File: src/rtl/spi_evt_pkg.sv
package spi_evt_pkg;
  localparam int unsigned FLD_W      = 6;
  localparam int unsigned RXCNT_LSB  = 24;
  localparam int unsigned TXCNT_LSB  = 16;
  localparam int unsigned BIT_RXNE   = 9;
  localparam int unsigned BIT_TXNF   = 8;
  localparam int unsigned BIT_RXTHR  = 1;
  localparam int unsigned BIT_TXTHR  = 0;
  localparam int unsigned THR_RX_LSB = 0;
  localparam int unsigned THR_TX_LSB = 8;
  localparam int unsigned THR_RX_INIT = 3;
  localparam int unsigned THR_TX_INIT = 4;
  localparam int unsigned N_STICKY   = 2;
  localparam int unsigned N_IRQSRC   = 4;

  typedef enum logic [1:0] {
    SEL_MODE  = 2'd0,
    SEL_EVENT = 2'd1,
    SEL_MASK  = 2'd2,
    SEL_NONE  = 2'd3
  } reg_sel_e;
endpackage

File: src/rtl/spi_evt_level.sv
module spi_evt_level #(
  parameter int unsigned DEPTH  = 32,
  parameter int unsigned STEP_W = 3,
  localparam int unsigned CW    = $clog2(DEPTH + 1)
) (
  input  logic              clk,
  input  logic              rst_n,
  input  logic [STEP_W-1:0] add_n,
  input  logic [STEP_W-1:0] sub_n,
  output logic [CW-1:0]     level
);
  localparam int unsigned SW = CW + 2;

  logic [CW-1:0] level_q, level_d;
  logic [SW-1:0] sum, diff;
  logic          upd_en;

  always_comb begin
    sum    = SW'(level_q) + SW'(add_n);
    diff   = sum - SW'(sub_n);
    upd_en = (|add_n) || (|sub_n);
    if (sum < SW'(sub_n))
      level_d = '0;
    else if (diff > SW'(DEPTH))
      level_d = CW'(DEPTH);
    else
      level_d = CW'(diff);
  end

  always_ff @(posedge clk or negedge rst_n) begin
    if (!rst_n)
      level_q <= '0;
    else if (upd_en)
      level_q <= level_d;
  end

  assign level = level_q;
endmodule

File: src/rtl/spi_evt_regs.sv
module spi_evt_regs
  import spi_evt_pkg::*;
#(
  parameter int unsigned THR_W = 6
) (
  input  logic                  clk,
  input  logic                  rst_n,
  input  logic                  wr,
  input  reg_sel_e              sel,
  input  logic [31:0]           wdata,
  output logic [THR_W-1:0]      rx_thr,
  output logic [THR_W-1:0]      tx_thr,
  output logic [N_IRQSRC-1:0]   mask,
  output logic [N_STICKY-1:0]   clr
);
  logic [THR_W-1:0]    rx_thr_q, tx_thr_q;
  logic [N_IRQSRC-1:0] mask_q;
  logic                mode_en, mask_en;

  always_comb begin
    mode_en = wr && (sel == SEL_MODE);
    mask_en = wr && (sel == SEL_MASK);
    clr     = '0;
    if (wr && (sel == SEL_EVENT)) begin
      clr[1] = wdata[BIT_RXTHR];
      clr[0] = wdata[BIT_TXTHR];
    end
  end

  always_ff @(posedge clk or negedge rst_n) begin
    if (!rst_n) begin
      rx_thr_q <= THR_W'(THR_RX_INIT);
      tx_thr_q <= THR_W'(THR_TX_INIT);
    end else if (mode_en) begin
      rx_thr_q <= wdata[THR_RX_LSB +: THR_W];
      tx_thr_q <= wdata[THR_TX_LSB +: THR_W];
    end
  end

  always_ff @(posedge clk or negedge rst_n) begin
    if (!rst_n)
      mask_q <= '0;
    else if (mask_en)
      mask_q <= {wdata[BIT_RXNE], wdata[BIT_TXNF], wdata[BIT_RXTHR], wdata[BIT_TXTHR]};
  end

  assign rx_thr = rx_thr_q;
  assign tx_thr = tx_thr_q;
  assign mask   = mask_q;
endmodule

File: src/rtl/spi_evt_sticky.sv
module spi_evt_sticky #(
  parameter int unsigned N = 2
) (
  input  logic         clk,
  input  logic         rst_n,
  input  logic [N-1:0] set,
  input  logic [N-1:0] clr,
  output logic [N-1:0] q
);
  for (genvar i = 0; i < N; i++) begin : g_bit
    logic q_q, q_d, en;
    always_comb begin
      en  = set[i] | clr[i];
      q_d = set[i];
    end
    always_ff @(posedge clk or negedge rst_n) begin
      if (!rst_n)
        q_q <= 1'b0;
      else if (en)
        q_q <= q_d;
    end
    assign q[i] = q_q;
  end
endmodule

File: src/rtl/spi_fifo_evt_irq.sv
module spi_fifo_evt_irq
  import spi_evt_pkg::*;
#(
  parameter int unsigned DEPTH      = 32,
  parameter int unsigned PORT_BYTES = 4
) (
  input  logic                               clk,
  input  logic                               rst_n,
  input  logic                               rx_push,
  input  logic [$clog2(PORT_BYTES+1)-1:0]    rx_pop_n,
  input  logic [$clog2(PORT_BYTES+1)-1:0]    tx_push_n,
  input  logic                               tx_pop,
  input  logic                               reg_wr,
  input  logic [1:0]                         reg_sel,
  input  logic [31:0]                        reg_wdata,
  output logic [31:0]                        event_word,
  output logic                               irq
);
  localparam int unsigned CW     = $clog2(DEPTH + 1);
  localparam int unsigned STEP_W = $clog2(PORT_BYTES + 1);

  logic [1:0]          rst_pipe;
  logic                rst_sync_n;
  logic [CW-1:0]       rx_lvl, tx_lvl, rx_thr, tx_thr;
  logic [N_IRQSRC-1:0] mask, src;
  logic [N_STICKY-1:0] ev_set, ev_clr, ev_q;
  logic [STEP_W-1:0]   rx_add, tx_sub;

  always_ff @(posedge clk or negedge rst_n) begin
    if (!rst_n)
      rst_pipe <= '0;
    else
      rst_pipe <= {rst_pipe[0], 1'b1};
  end
  assign rst_sync_n = rst_pipe[1];

  assign rx_add = STEP_W'(rx_push);
  assign tx_sub = STEP_W'(tx_pop);

  spi_evt_level #(.DEPTH(DEPTH), .STEP_W(STEP_W)) u_rx_level (
    .clk(clk), .rst_n(rst_sync_n), .add_n(rx_add), .sub_n(rx_pop_n), .level(rx_lvl)
  );

  spi_evt_level #(.DEPTH(DEPTH), .STEP_W(STEP_W)) u_tx_level (
    .clk(clk), .rst_n(rst_sync_n), .add_n(tx_push_n), .sub_n(tx_sub), .level(tx_lvl)
  );

  spi_evt_regs #(.THR_W(CW)) u_regs (
    .clk(clk), .rst_n(rst_sync_n), .wr(reg_wr), .sel(reg_sel_e'(reg_sel)),
    .wdata(reg_wdata), .rx_thr(rx_thr), .tx_thr(tx_thr), .mask(mask), .clr(ev_clr)
  );

  always_comb begin
    ev_set[1] = rx_lvl > rx_thr;
    ev_set[0] = tx_lvl < tx_thr;
  end

  spi_evt_sticky #(.N(N_STICKY)) u_sticky (
    .clk(clk), .rst_n(rst_sync_n), .set(ev_set), .clr(ev_clr), .q(ev_q)
  );

  always_comb begin
    event_word = '0;
    event_word[RXCNT_LSB +: FLD_W] = FLD_W'(rx_lvl);
    event_word[TXCNT_LSB +: FLD_W] = FLD_W'(tx_lvl);
    event_word[BIT_RXNE]  = rx_lvl != '0;
    event_word[BIT_TXNF]  = tx_lvl < CW'(DEPTH);
    event_word[BIT_RXTHR] = ev_q[1];
    event_word[BIT_TXTHR] = ev_q[0];
    src = {event_word[BIT_RXNE], event_word[BIT_TXNF],
           event_word[BIT_RXTHR], event_word[BIT_TXTHR]};
    irq = |(src & mask);
  end
endmodule

File: config.mk
export PLATFORM = sky130hd
export DESIGN_NAME = spi_fifo_evt_irq
export DESIGN_NICKNAME = d
export VERILOG_FILES = /design/src/rtl/spi_evt_pkg.sv /design/src/rtl/spi_evt_level.sv /design/src/rtl/spi_evt_regs.sv /design/src/rtl/spi_evt_sticky.sv /design/src/rtl/spi_fifo_evt_irq.sv
export SDC_FILE = /design/constraint.sdc
export NUM_CORES = 1
export LEC_CHECK = 0
export BUFFER_PORTS_ARGS = -buffer_cell sky130_fd_sc_hd__buf_4
export CORE_ASPECT_RATIO = 0.7
export CORE_MARGIN = 2
export CORE_UTILIZATION = 50
export DETAILED_ROUTE_END_ITERATION = 7
export GPL_TIMING_DRIVEN = 1
export PLACE_DENSITY_LB_ADDON = 0.15
export SLEW_MARGIN = 15
export SYNTH_ARGS = -nofsm -noshare
export SYNTH_HDL_FRONTEND = slang
export SYNTH_HIERARCHICAL = 1
export SYNTH_SLANG_ARGS = --single-unit
File: constraint.sdc
create_clock -name clk -period 3.75 [get_ports clk]
set_input_delay 0.75 -clock clk [delete_from_list [all_inputs] [get_ports clk]]
set_output_delay 0.75 -clock clk [all_outputs]
set_load 0.01 [all_outputs]
# ---- Yosys cells after proc, flatten, opt, wreduce, memory -nomap -nowiden
# Index checks and enable logic that the tools add are counted.
dict set report word_totals {
  register_bits 32
  out_inout_bits 33
  in_bits 45
  word_cells 39
}
dict set report classes {
  bitwise_logic 3
  mux 5
  n_addsub 4
  reduce_logical 10
  eq_ne 2
  n_lt_le_gt_ge 7
}
# operator n
set op_table {}
lappend op_table {{$mux 6} 4}
lappend op_table {{$gt 8x6->1 const B} 2}
lappend op_table {{$lt 8x1->1} 1}
lappend op_table {{$lt 8x3->1} 1}
lappend op_table {{$sub 8x1->8} 1}
lappend op_table {{$sub 8x3->8} 1}
lappend op_table {{$add 6x1->7} 1}
lappend op_table {{$add 6x3->7} 1}
lappend op_table {{$gt 6x6->1} 1}
lappend op_table {{$lt 6x6->1} 1}
lappend op_table {{$lt 6x6->1 const B} 1}
lappend op_table {{$reduce_bool 6->1} 1}
lappend op_table {{$reduce_or 3->1} 2}
lappend op_table {{$and 4x4->4} 1}
lappend op_table {{$reduce_or 4->1} 1}
lappend op_table {{$logic_and 1x1->1} 3}
lappend op_table {{$eq 2x1->1 const B} 1}
lappend op_table {{$eq 2x2->1 const B} 1}
lappend op_table {{$logic_not 2->1} 1}
lappend op_table {{$logic_or 1x1->1} 2}
lappend op_table {{$mux 2} 1}
lappend op_table {{$or 1x1->1} 2}

# ---- Depth between registers and ports, before layout
# Gate-level depths: netlist of run 1.
dict set report logic_depth {
  ltp_word 5
  depth_mapped 12
  ltp_nobuf 12
}

# ---- Hierarchy
# Netlist of run 1, hierarchy kept.
# mod area_per_inst_um2 n_inst cells_per_inst
set by_module_without_submodules {}
lappend by_module_without_submodules {{spi_evt_level at u_tx_level} 819.5 1 96}
lappend by_module_without_submodules {{spi_evt_level at u_rx_level} 782.0 1 94}
lappend by_module_without_submodules {spi_evt_regs 643.1 1 38}
lappend by_module_without_submodules {spi_fifo_evt_irq 495.5 1 64}
lappend by_module_without_submodules {spi_evt_sticky 87.6 1 8}

# ---- Worst setup path before layout of run 1
# No wires, ideal clock.
dict set report synth_path {
  path_kind {input-to-reg}
  start {input rx_push}
  end {register u_rx_level.level_q[3], in the netlist u_rx_level/level[3]}
  required_ns 3.617
  arrival_time_ns 2.968
  stages 11
  setup_time_ns 0.133
  setup_slack_ns 0.649
  path_cell_list {ha_1 > inv_1 > fa_1 > fa_1 > nor2b_1 > nor2_1 > a211o_2 > nor3_2 > o21ai_1 > a21oi_1 > a21oi_1}
}
dict set report synth_between {
  elab_chain_len 5
  word_cells_on_any_way 7
}
# item line
set synth_lines {}
lappend synth_lines {{from (decl)} spi_fifo_evt_irq.sv:9} ;# input logic rx_push,
lappend synth_lines {{$add 6x1->7} spi_evt_level.sv:19} ;# sum = SW'(level_q) + SW'(add_n);
lappend synth_lines {{$sub 8x3->8} spi_evt_level.sv:20} ;# diff = sum - SW'(sub_n);
lappend synth_lines {{$gt 8x6->1} spi_evt_level.sv:24} ;# else if (diff > SW'(DEPTH))
lappend synth_lines {{$mux 6} spi_evt_level.sv:24}
lappend synth_lines {{$mux 6} spi_evt_level.sv:22} ;# if (sum < SW'(sub_n))
lappend synth_lines {{to (signal assigned)} spi_evt_level.sv:34} ;# level_q <= level_d;
lappend synth_lines {{to (decl)} spi_evt_level.sv:14} ;# logic [CW-1:0] level_q, level_d;
# Several ways; a longest one is shown, not always the timed one.
# A chain may end at the register's enable or synchronous reset.

# ---- Final worst setup path of run 1
dict set report layout_path {
  start {input tx_push_n[0]}
  end {register u_tx_level.level_q[4], in the netlist u_tx_level/level[4]}
}
dict set report layout_between {
  elab_chain_len 5
  word_cells_on_any_way 8
}
# item line
set layout_lines {}
lappend layout_lines {{from (decl)} spi_fifo_evt_irq.sv:11} ;# input logic [$clog2(PORT_BYTES+1)-1:0] tx_push_n,
lappend layout_lines {{$add 6x3->7} spi_evt_level.sv:19}
lappend layout_lines {{$sub 8x1->8} spi_evt_level.sv:20}
lappend layout_lines {{$gt 8x6->1} spi_evt_level.sv:24}
lappend layout_lines {{$mux 6} spi_evt_level.sv:24}
lappend layout_lines {{$mux 6} spi_evt_level.sv:22}
lappend layout_lines {{to (signal assigned)} spi_evt_level.sv:34}
lappend layout_lines {{to (decl)} spi_evt_level.sv:14}
# Several ways; a longest one is shown, not always the timed one.

==> results of run 1 <==
==> cell families (layout without fill, tap and decap cells) <==
kind of cell | after synthesis | in the layout | share of synthesized area [%]
flops | 32 | 32 | 28.45
mux | 20 | 20 | 7.832
xor+xnor | 8 | 8 | 2.478
simple gates | 87 | 87 | 17.17
compound gates | 67 | 67 | 20.49
fa+ha+maj | 27 | 27 | 13.01
buf+inv | 57 | 84 | 10.31
other cells | 2 | 27 | 0.2656
==> worst paths after layout <==
path | startpoint | endpoint
min in group clk | rst_pipe[0]$_DFF_PN0_ | rst_pipe[1]$_DFF_PN0_
worst min-delay path | rst_pipe[1]$_DFF_PN0_ | u_rx_level/level[0]$_DFFE_PN0P_
worst min register to register | rst_pipe[1]$_DFF_PN0_ | u_rx_level/level[0]$_DFFE_PN0P_
worst max-delay path | tx_push_n[0] | u_tx_level/level[4]$_DFFE_PN0P_
worst max register to register | u_tx_level/level[0]$_DFFE_PN0P_ | u_tx_level/level[4]$_DFFE_PN0P_
max in group asynchronous | rst_pipe[1]$_DFF_PN0_ | u_regs/tx_thr[2]$_DFFE_PN1P_
==> metal layers <==
layer | wire length (um) | vias up
met5 | 0 | -
met4 | 28 | 0
met3 | 538 | 5
met2 | 2186 | 88
met1 | 3316 | 1051
li1 | - | 1129
==> layout make-up <==
cell class                 count  area share, %
sequential                    32          24.54
inverter                      33          3.779
timing repair buffer          43          9.847
clock buffer                   5          2.099
tap                           72          2.748
clock inverter                 3          1.298
multi-input combinational    236          55.69
==> state kept, by name, indices dropped and copies added (netlist names) <==
| signal | cells |
|---|---|
| u_regs/mask | 4 |
| u_rx_level/level | 6 |
| rst_pipe | 2 |
| u_regs/tx_thr | 6 |
| u_regs/rx_thr | 6 |
| u_tx_level/level | 6 |
| u_sticky/g_bit.q_q | 2 |
==> through the flow <==
stage | std cells | instance area, sq um | total power [mW]
6_report | 424 | 3278 | 2.356
2_1_floorplan | 325 | 2922 | 1.661
3_5_place_dp | 416 | 3167 | 2.015
5_1_grt | 424 | 3278 | 2.574
3_3_place_gp | 416 | 3167 | 1.987
4_1_cts | 424 | 3278 | 2.355
==> power by group <==
part | leakage (nW) | switching, mW | internal, mW
logic | 1.12 | 0.787 | 0.668
registers | 0.383 | 0.133 | 0.442
clock network | 0.0541 | 0.130 | 0.196
total | 1.56 | 1.05 | 1.31
==> cells in the mapped netlist, types with 3 or more instances <==
cell and n:
a211oi_1 5, a21o_1 8, a21oi_1 9, and3_1 6, buf_4 18, dfrtp_1 29, dfstp_2 3, fa_1 4
ha_1 23, inv_1 33, mux2_2 17, mux2i_1 3, nand2_1 17, nand2b_1 5, nand3_1 7, nand4_1 5
nor2_1 22, nor2b_1 4, o211ai_1 3, o21ai_0 3, o21ai_1 3, o31a_1 4, o31ai_2 3, xnor2_1 6
==> critical path, cell delays in order <==
cell	delay, ns
buf_4	0.08
ha_1	0.22
inv_1	0.07
fa_1	0.43
xnor2_1	0.19
ha_1	0.29
a21oi_1	0.19
nand2_1	0.20
o311ai_4	0.35
o211ai_2	0.17
a211oi_1	0.28
o22ai_1	0.13
==> flow_summary.yaml, run 1 <==
outcome:
  status: "finished clean"
grt:
  overflow: 0
  track_usage_pct: 21.53
  antenna_found_initial: 0
  grt_pass1_wl_um: 10450
  grt_use_met3_pct: 5.543
  grt_use_met2_pct: 27.32
  first_global_vias: 2112
  grt_max_degree: 27
  busiest_layer: "met1"
  grtUsageMet1_pct: 35.38
clocking:
  cts_buffer_depth: 2
  cts_sinks: 32
  cts_buffers: 5
  cts_setup_buffers: 0
  cts_resized: 0
  clk_pin_slew_ns: 0.07
  clk_latency_ns: 0.28
  cts_hold_buf: 0
  cts_tree: "built"
  h-tree-depth: 2
  root_buffer: "clkbuf_8"
layout:
  areaGrowthSynthToFinish_pct: 15.93
  multi_input_area_sq_mm: 0.001826
  final_cell_mix: "buf_4, inv_1, dfrtp_1"
  diodes: 0
  layout_commonest_cell: "buf_4"
  nets: 423
  register_area_sq_um: 804.5
  fin_util_pct: 61.39
  fillers: 471
  drive_above_1_share_pct: 27.84
synthesis:
  synth_ff_type: "dfrtp_1"
  ys_async_sr_fraction_pct: 100.0
  synth-edff-count: 0
  syn_inst: 300
  yosysUniqueCellTypes: 72
  syn_area_sq_mm: 0.002828
  postSynthAreaPerCell_sq_um: 9.426
  synth.top_cell.area_share_pct: 25.66
  yosysWarnings: 6
  yosysTopAreaCell: "dfrtp_1"
  yosys_register_bits: 32
  ys_seq_area_share_pct: 28.45
  synth.area.top_cells: "dfrtp_1, ha_1, mux2_2"
sta:
  rsz0062_at_grt: "false"
  fin_hold_ws_ns: 0.08778
  setup_ws_ns: 0.5389
  worst_slew_pin_slew_ns: 0.6794
  setup_violations: 0
  fin_setup_tns_ns: 0
  period_minus_slack_ns: 3.211
  fmax_mhz: 311.4
  post-route-period-util_pct: 85.63
  slew_headroom_pct: 54.66
  hold_violations: 0
  maxSlewViolCount: 0
  fin_skew_ns: 0.003517
setup_path:
  worst_setup_path_start_kind: "input port"
  worstPathRequired_ns: 3.90
  crit_type: "in -> reg"
  r2r_slack_ns: 0.64
  cp_max_fo: 4
  reg2reg_depth: 11
  arrival_ns: 3.37
  end_kind: "flop"
pwr:
  peakVddDrop_mv: 0.4459
  power_density_mw_per_mm2: 718.6
  power.leakage_nw: 1.555
min_path:
  min_path_type: "reg -> async"
die:
  boundaryPins: 78
  die-area_sq_mm: 0.006283
  initial_core_util_pct: 52.95
  die_w_um: 93.89
  die_y_um: 66.92
  core_sq_mm: 0.005340
  rows: 22
place:
  place_ws_ns: 0.3126
  hpwl_um: 4988
  gp_congestion: 0.8598
  io_buffers: 41
detailed_routing:
  drt-total-wl_um: 6069
  via_count: 2273
  ant_nets: 0
  wl_per_cell_um: 14.31
  viasPerCell: 5.361
  drc_errors: 0
  firstDrtPassIters: 4
  drtIter0Drc: 132
flow_run:
  drv_cap: 0
(Power assumes the default switching activity.)
==> inputs of run 2 (changes only) <==
- CORE_ASPECT_RATIO: 0.7 -> 1.5
==> flow_summary.yaml, run 2 (same netlist as run 1, synthesis figures left out) <==
detailed_routing:
  firstDrtPassIters: 4
  via_count: 2294
  ant_nets: 0
  drc_errors: 0
  drtIter0Drc: 76
  wl_per_cell_um: 14.83
  drt-total-wl_um: 6244
  viasPerCell: 5.449
sta:
  rsz0062_at_grt: "false"
  post-route-period-util_pct: 85.00
  setup_violations: 0
  fin_setup_tns_ns: 0
  slew_headroom_pct: 54.34
  fin_skew_ns: 0.01108
  hold_violations: 0
  worst_slew_pin_slew_ns: 0.6842
  fmax_mhz: 313.7
  maxSlewViolCount: 0
  period_minus_slack_ns: 3.187
place:
  place_area_sq_mm: 0.003157
  dp.cells: 413
  hpwl_um: 5114
  io_buffers: 41
  gp_congestion: 0.8951
clocking:
  cts_resized: 0
  root_buffer: "clkbuf_8"
  cts_buffer_depth: 2
  h-tree-depth: 2
  clk_latency_ns: 0.28
  cts_hold_buf: 0
  cts_buffers: 5
  cts_sinks: 32
  cts_setup_buffers: 0
  clk_pin_slew_ns: 0.06
  cts_tree: "built"
pwr:
  power_density_mw_per_mm2: 705.6
  p_total_mw: 2.294
  power.leakage_nw: 1.540
  peakVddDrop_mv: 0.4172
setup_path:
  worstPathRequired_ns: 3.89
  cpPeakStageDelay_ns: 0.45
  cp_num_buf_inv: 2
  arrival_ns: 3.33
  end_kind: "flop"
  slowest_stage: "fa_1"
  critPathTopFamily: "adder cells"
  reg2reg_depth: 11
  worst_setup_path_start_kind: "input port"
  crit_chain: "buf_4 > ha_1 > inv_1 > fa_1 > fa_1 > nor2b_1 > nor2_1 > a211o_2 > nor3_2 > o21ai_1 > a21oi_1 > a21oi_1"
  cp_max_fo: 4
  cp.depth: 12
  crit_type: "in -> reg"
  crit_path_start: "rx_push"
  r2r-start: "u_rx_level/level[0]$_DFFE_PN0P_"
layout:
  fin_util_pct: 59.64
  postLayoutCellArea_sq_mm: 0.003251
  drive_above_1_share_pct: 27.35
  fillers: 506
  register_area_sq_um: 804.5
  nets: 422
  stdcell_count: 421
  areaGrowthSynthToFinish_pct: 14.96
  multi_input_area_sq_mm: 0.001826
  final_cell_mix: "buf_4, inv_1, dfrtp_1"
  diodes: 0
  layout_commonest_cell: "buf_4"
grt:
  antenna_found_initial: 0
  first_global_vias: 2243
  grt_pass1_wl_um: 10350
  grt_max_degree: 31
  overflow: 0
  track_usage_pct: 21.60
die:
  rows: 33
  core_sq_mm: 0.005450
  die_w_um: 65.40
  boundaryPins: 78
  die_y_um: 96.11
  initial_core_util_pct: 51.88
  die-area_sq_mm: 0.006285
flow_run:
  drv_cap: 0
outcome:
  status: "finished clean"
min_path:
  min_path_type: "in -> async"
==> run 2: cell count changes in the layout (fill, tap and decap cells not counted) <==
cell | previous run | this run
clkbuf_1 | 0 | 1
bufinv_16 | 1 | 0
buf_4 | 43 | 42
clkbuf_8 | 5 | 6
clkinv_2 | 1 | 0
==> run 2: layout make-up <==
class / count / area share [%]
Multi-Input combinational cell: 236 / 56.16
Inverter: 33 / 3.811
Timing Repair Buffer: 42 / 9.700
Sequential cell: 32 / 24.75
Clock inverter: 1 / 0.2309
Tap cell: 70 / 2.694
Clock buffer: 7 / 2.656
==> run 2: through the flow <==
step	worst slack [ns]	hold WS (ns)
after floorplan	0.6493	0.3312
after global placement	0.3139	0.2604
after detailed placement	0.2888	0.2639
after CTS	0.5709	0.2347
after global routing	0.4330	0.2282
final	0.5627	0.2455
==> run 2: final timing paths <==
check | endpoint | slack [ns]
worst min register to register | u_regs/rx_thr[3]$_DFFE_PN0P_ | 0.25
max in group asynchronous | u_regs/tx_thr[2]$_DFFE_PN1P_ | 3.19
worst max register to register | u_rx_level/level[3]$_DFFE_PN0P_ | 0.69
worst max-delay path | u_rx_level/level[3]$_DFFE_PN0P_ | 0.56
worst min-delay path | rst_pipe[0]$_DFF_PN0_ | 0.25
min in group clk | rst_pipe[1]$_DFF_PN0_ | 0.36
==> run 2: metal layers <==
| layer | GRT usage (%) | routed length (um) |
|---|---|---|
| met1 | 22.81 | 2414 |
| met2 | 42.94 | 3606 |
| met3 | 2.807 | 149 |
| met4 | 7.292 | 74 |
| met5 | 0 | 0 |
==> run 2: power by group <==
group          switching [mW]  leakage [nW]  internal (mW)  total, mW
clock network           0.120        0.0445          0.149      0.269
registers               0.135         0.383          0.441      0.577
logic                   0.779          1.11          0.669       1.45
==> inputs of run 3 (changes only) <==
- ABC_AREA: unset -> 1
- clock period: 3.75 -> 3.3 ns (I/O delays scaled with it)
==> flow_summary.yaml, run 3 <==
sta:
  fin_setup_tns_ns: 0
  post-route-period-util_pct: 85.41
  fmax_mhz: 354.8
  setup_ws_ns: 0.4815
  maxSlewViolCount: 0
  fin_skew_ns: 0.004121
  fin_hold_ws_ns: 0.1484
  hold_violations: 0
  setup_violations: 0
  period_minus_slack_ns: 2.819
  rsz0062_at_grt: "false"
synthesis:
  synth.area.top_cells: "dfrtp_1, nand2_1, ha_1"
  yosysMostFrequentCell: "nand2_1"
  postSynthAreaPerCell_sq_um: 6.859
  synth_xor_area_share_pct: 1.213
  syn_inst: 421
  syn_area_sq_mm: 0.002888
  synth_top_family_by_area: "simple AND/OR/NAND/NOR gates"
  synth-simple-area-share_pct: 39.12
  synthTopCellsByCount: "nand2_1, inv_1, nand3_1, nor2_1, dfrtp_1"
  yosysUniqueCellTypes: 25
  synth.top_cell.area_share_pct: 25.13
  synthMuxAreaShare_pct: 0
  yosysTopAreaCell: "dfrtp_1"
  yosysWarnings: 6
  synth-edff-count: 0
  ys_async_sr_fraction_pct: 100.0
  synth-compound-area-share_pct: 3.380
  synth_ff_type: "dfrtp_1"
  yosys_register_bits: 32
  ys_seq_area_share_pct: 27.86
  synthAdderAreaFrac_pct: 12.74
die:
  die-area_sq_mm: 0.006412
  initial_core_util_pct: 52.19
  die_w_um: 66.05
  die_y_um: 97.08
  core_sq_mm: 0.005533
  rows: 33
  boundaryPins: 78
outcome:
  status: "finished clean"
layout:
  drive_above_1_share_pct: 19.20
  diodes: 0
  nets: 545
  final_cell_mix: "nand2_1, inv_1, nand3_1"
  stdcell_count: 544
  layout_commonest_cell: "nand2_1"
  areaGrowthSynthToFinish_pct: 14.47
  fin_util_pct: 59.75
  fillers: 556
  postLayoutCellArea_sq_mm: 0.003306
pwr:
  power_density_mw_per_mm2: 662.1
  power.leakage_nw: 1.896
  p_total_mw: 2.189
  peakVddDrop_mv: 0.3208
grt:
  grt_use_met3_pct: 3.129
  busiest_layer: "met2"
  first_global_vias: 2418
  grt_pass1_wl_um: 10610
  track_usage_pct: 20.63
  grt_max_degree: 20
  grt_use_met2_pct: 38.23
  antenna_found_initial: 0
  overflow: 0
  grtUsageMet1_pct: 23.75
clocking:
  cts_buffers: 5
  cts_hold_buf: 0
  cts_tree: "built"
  clk_latency_ns: 0.28
  cts_resized: 0
  cts_buffer_depth: 2
  root_buffer: "clkbuf_8"
  cts_setup_buffers: 0
  h-tree-depth: 2
  clk_pin_slew_ns: 0.07
  cts_sinks: 32
detailed_routing:
  viasPerCell: 4.752
  ant_nets: 0
  drtIter0Drc: 82
  drt-total-wl_um: 6111
  drc_errors: 0
  firstDrtPassIters: 4
  via_count: 2585
  wl_per_cell_um: 11.23
setup_path:
  worstPathRequired_ns: 3.52
  cp_max_fo: 5
  crit_type: "in -> reg"
  worst_setup_path_start_kind: "input port"
  end_kind: "flop"
  arrival_ns: 3.04
min_path:
  min_path_type: "in -> async"
place:
  dp.cells: 536
  place_ws_ns: 0.1847
  place_area_sq_mm: 0.003213
  io_buffers: 41
  hpwl_um: 5075
  gp_congestion: 0.8107
flow_run:
  drv_cap: 0
-- run 3: where the power goes --
| group | switching (mW) | internal, mW | total [mW] |
|---|---|---|---|
| logic | 0.790 | 0.524 | 1.31 |
| registers | 0.0920 | 0.480 | 0.572 |
| clock network | 0.137 | 0.166 | 0.303 |
| total | 1.02 | 1.17 | 2.19 |
-- run 3: critical path: stages --
cell,delay (ns)
buf_4,0.09
ha_1,0.23
inv_1,0.08
fa_1,0.41
xnor2_1,0.15
ha_1,0.34
a21oi_1,0.29
nand3_2,0.15
nand2_1,0.10
nand2_1,0.05
nor2_1,0.11
nor2_2,0.05
nor2_2,0.18
nand2_1,0.08
nand2_1,0.06
-- run 3: metal layers --
layer	share of wire [%]	up-vias
li1	-	1370
met1	40	1150
met2	56	56
met3	3.1	9
met4	1.5	0
met5	0	-
-- run 3: cell families (layout without fill, tap and decap cells) --
logic type / Yosys count / in the layout
flip-flops: 32 / 32
other: 2 / 25
AO/OA/AOI/OAI: 19 / 19
adder cells (fa/ha/maj): 27 / 27
AND/OR/NAND/NOR: 244 / 244
buffers and inverters: 93 / 123
XOR/XNOR: 4 / 4
-- run 3: path summary, 6_finish.rpt --
check,start,to,slack [ns],cells past startpoint
worst max-delay path,rx_push,u_rx_level/level[3]$_DFFE_PN0P_,0.48,15
worst min-delay path,rst_n,rst_pipe[0]$_DFF_PN0_,0.15,1
worst max register to register,u_tx_level/level[0]$_DFFE_PN0P_,u_tx_level/level[3]$_DFFE_PN0P_,0.58,14
worst min register to register,rst_pipe[1]$_DFF_PN0_,u_regs/tx_thr[0]$_DFFE_PN0P_,0.20,0
max in group asynchronous,rst_pipe[1]$_DFF_PN0_,u_regs/rx_thr[1]$_DFFE_PN1P_,2.41,1
min in group clk,rst_pipe[0]$_DFF_PN0_,rst_pipe[1]$_DFF_PN0_,0.35,0
-- run 3: cell type report --
class	instances	area (sq um)	area share (%)
flip-flops and latches	32	804.5	24.34
clock inverters	2	10.01	0.3028
inverters	71	266.5	8.062
well taps	70	87.58	2.650
repair buffers	44	330.3	9.992
multi-input cells	319	1724	52.16
clock buffers	6	82.58	2.498
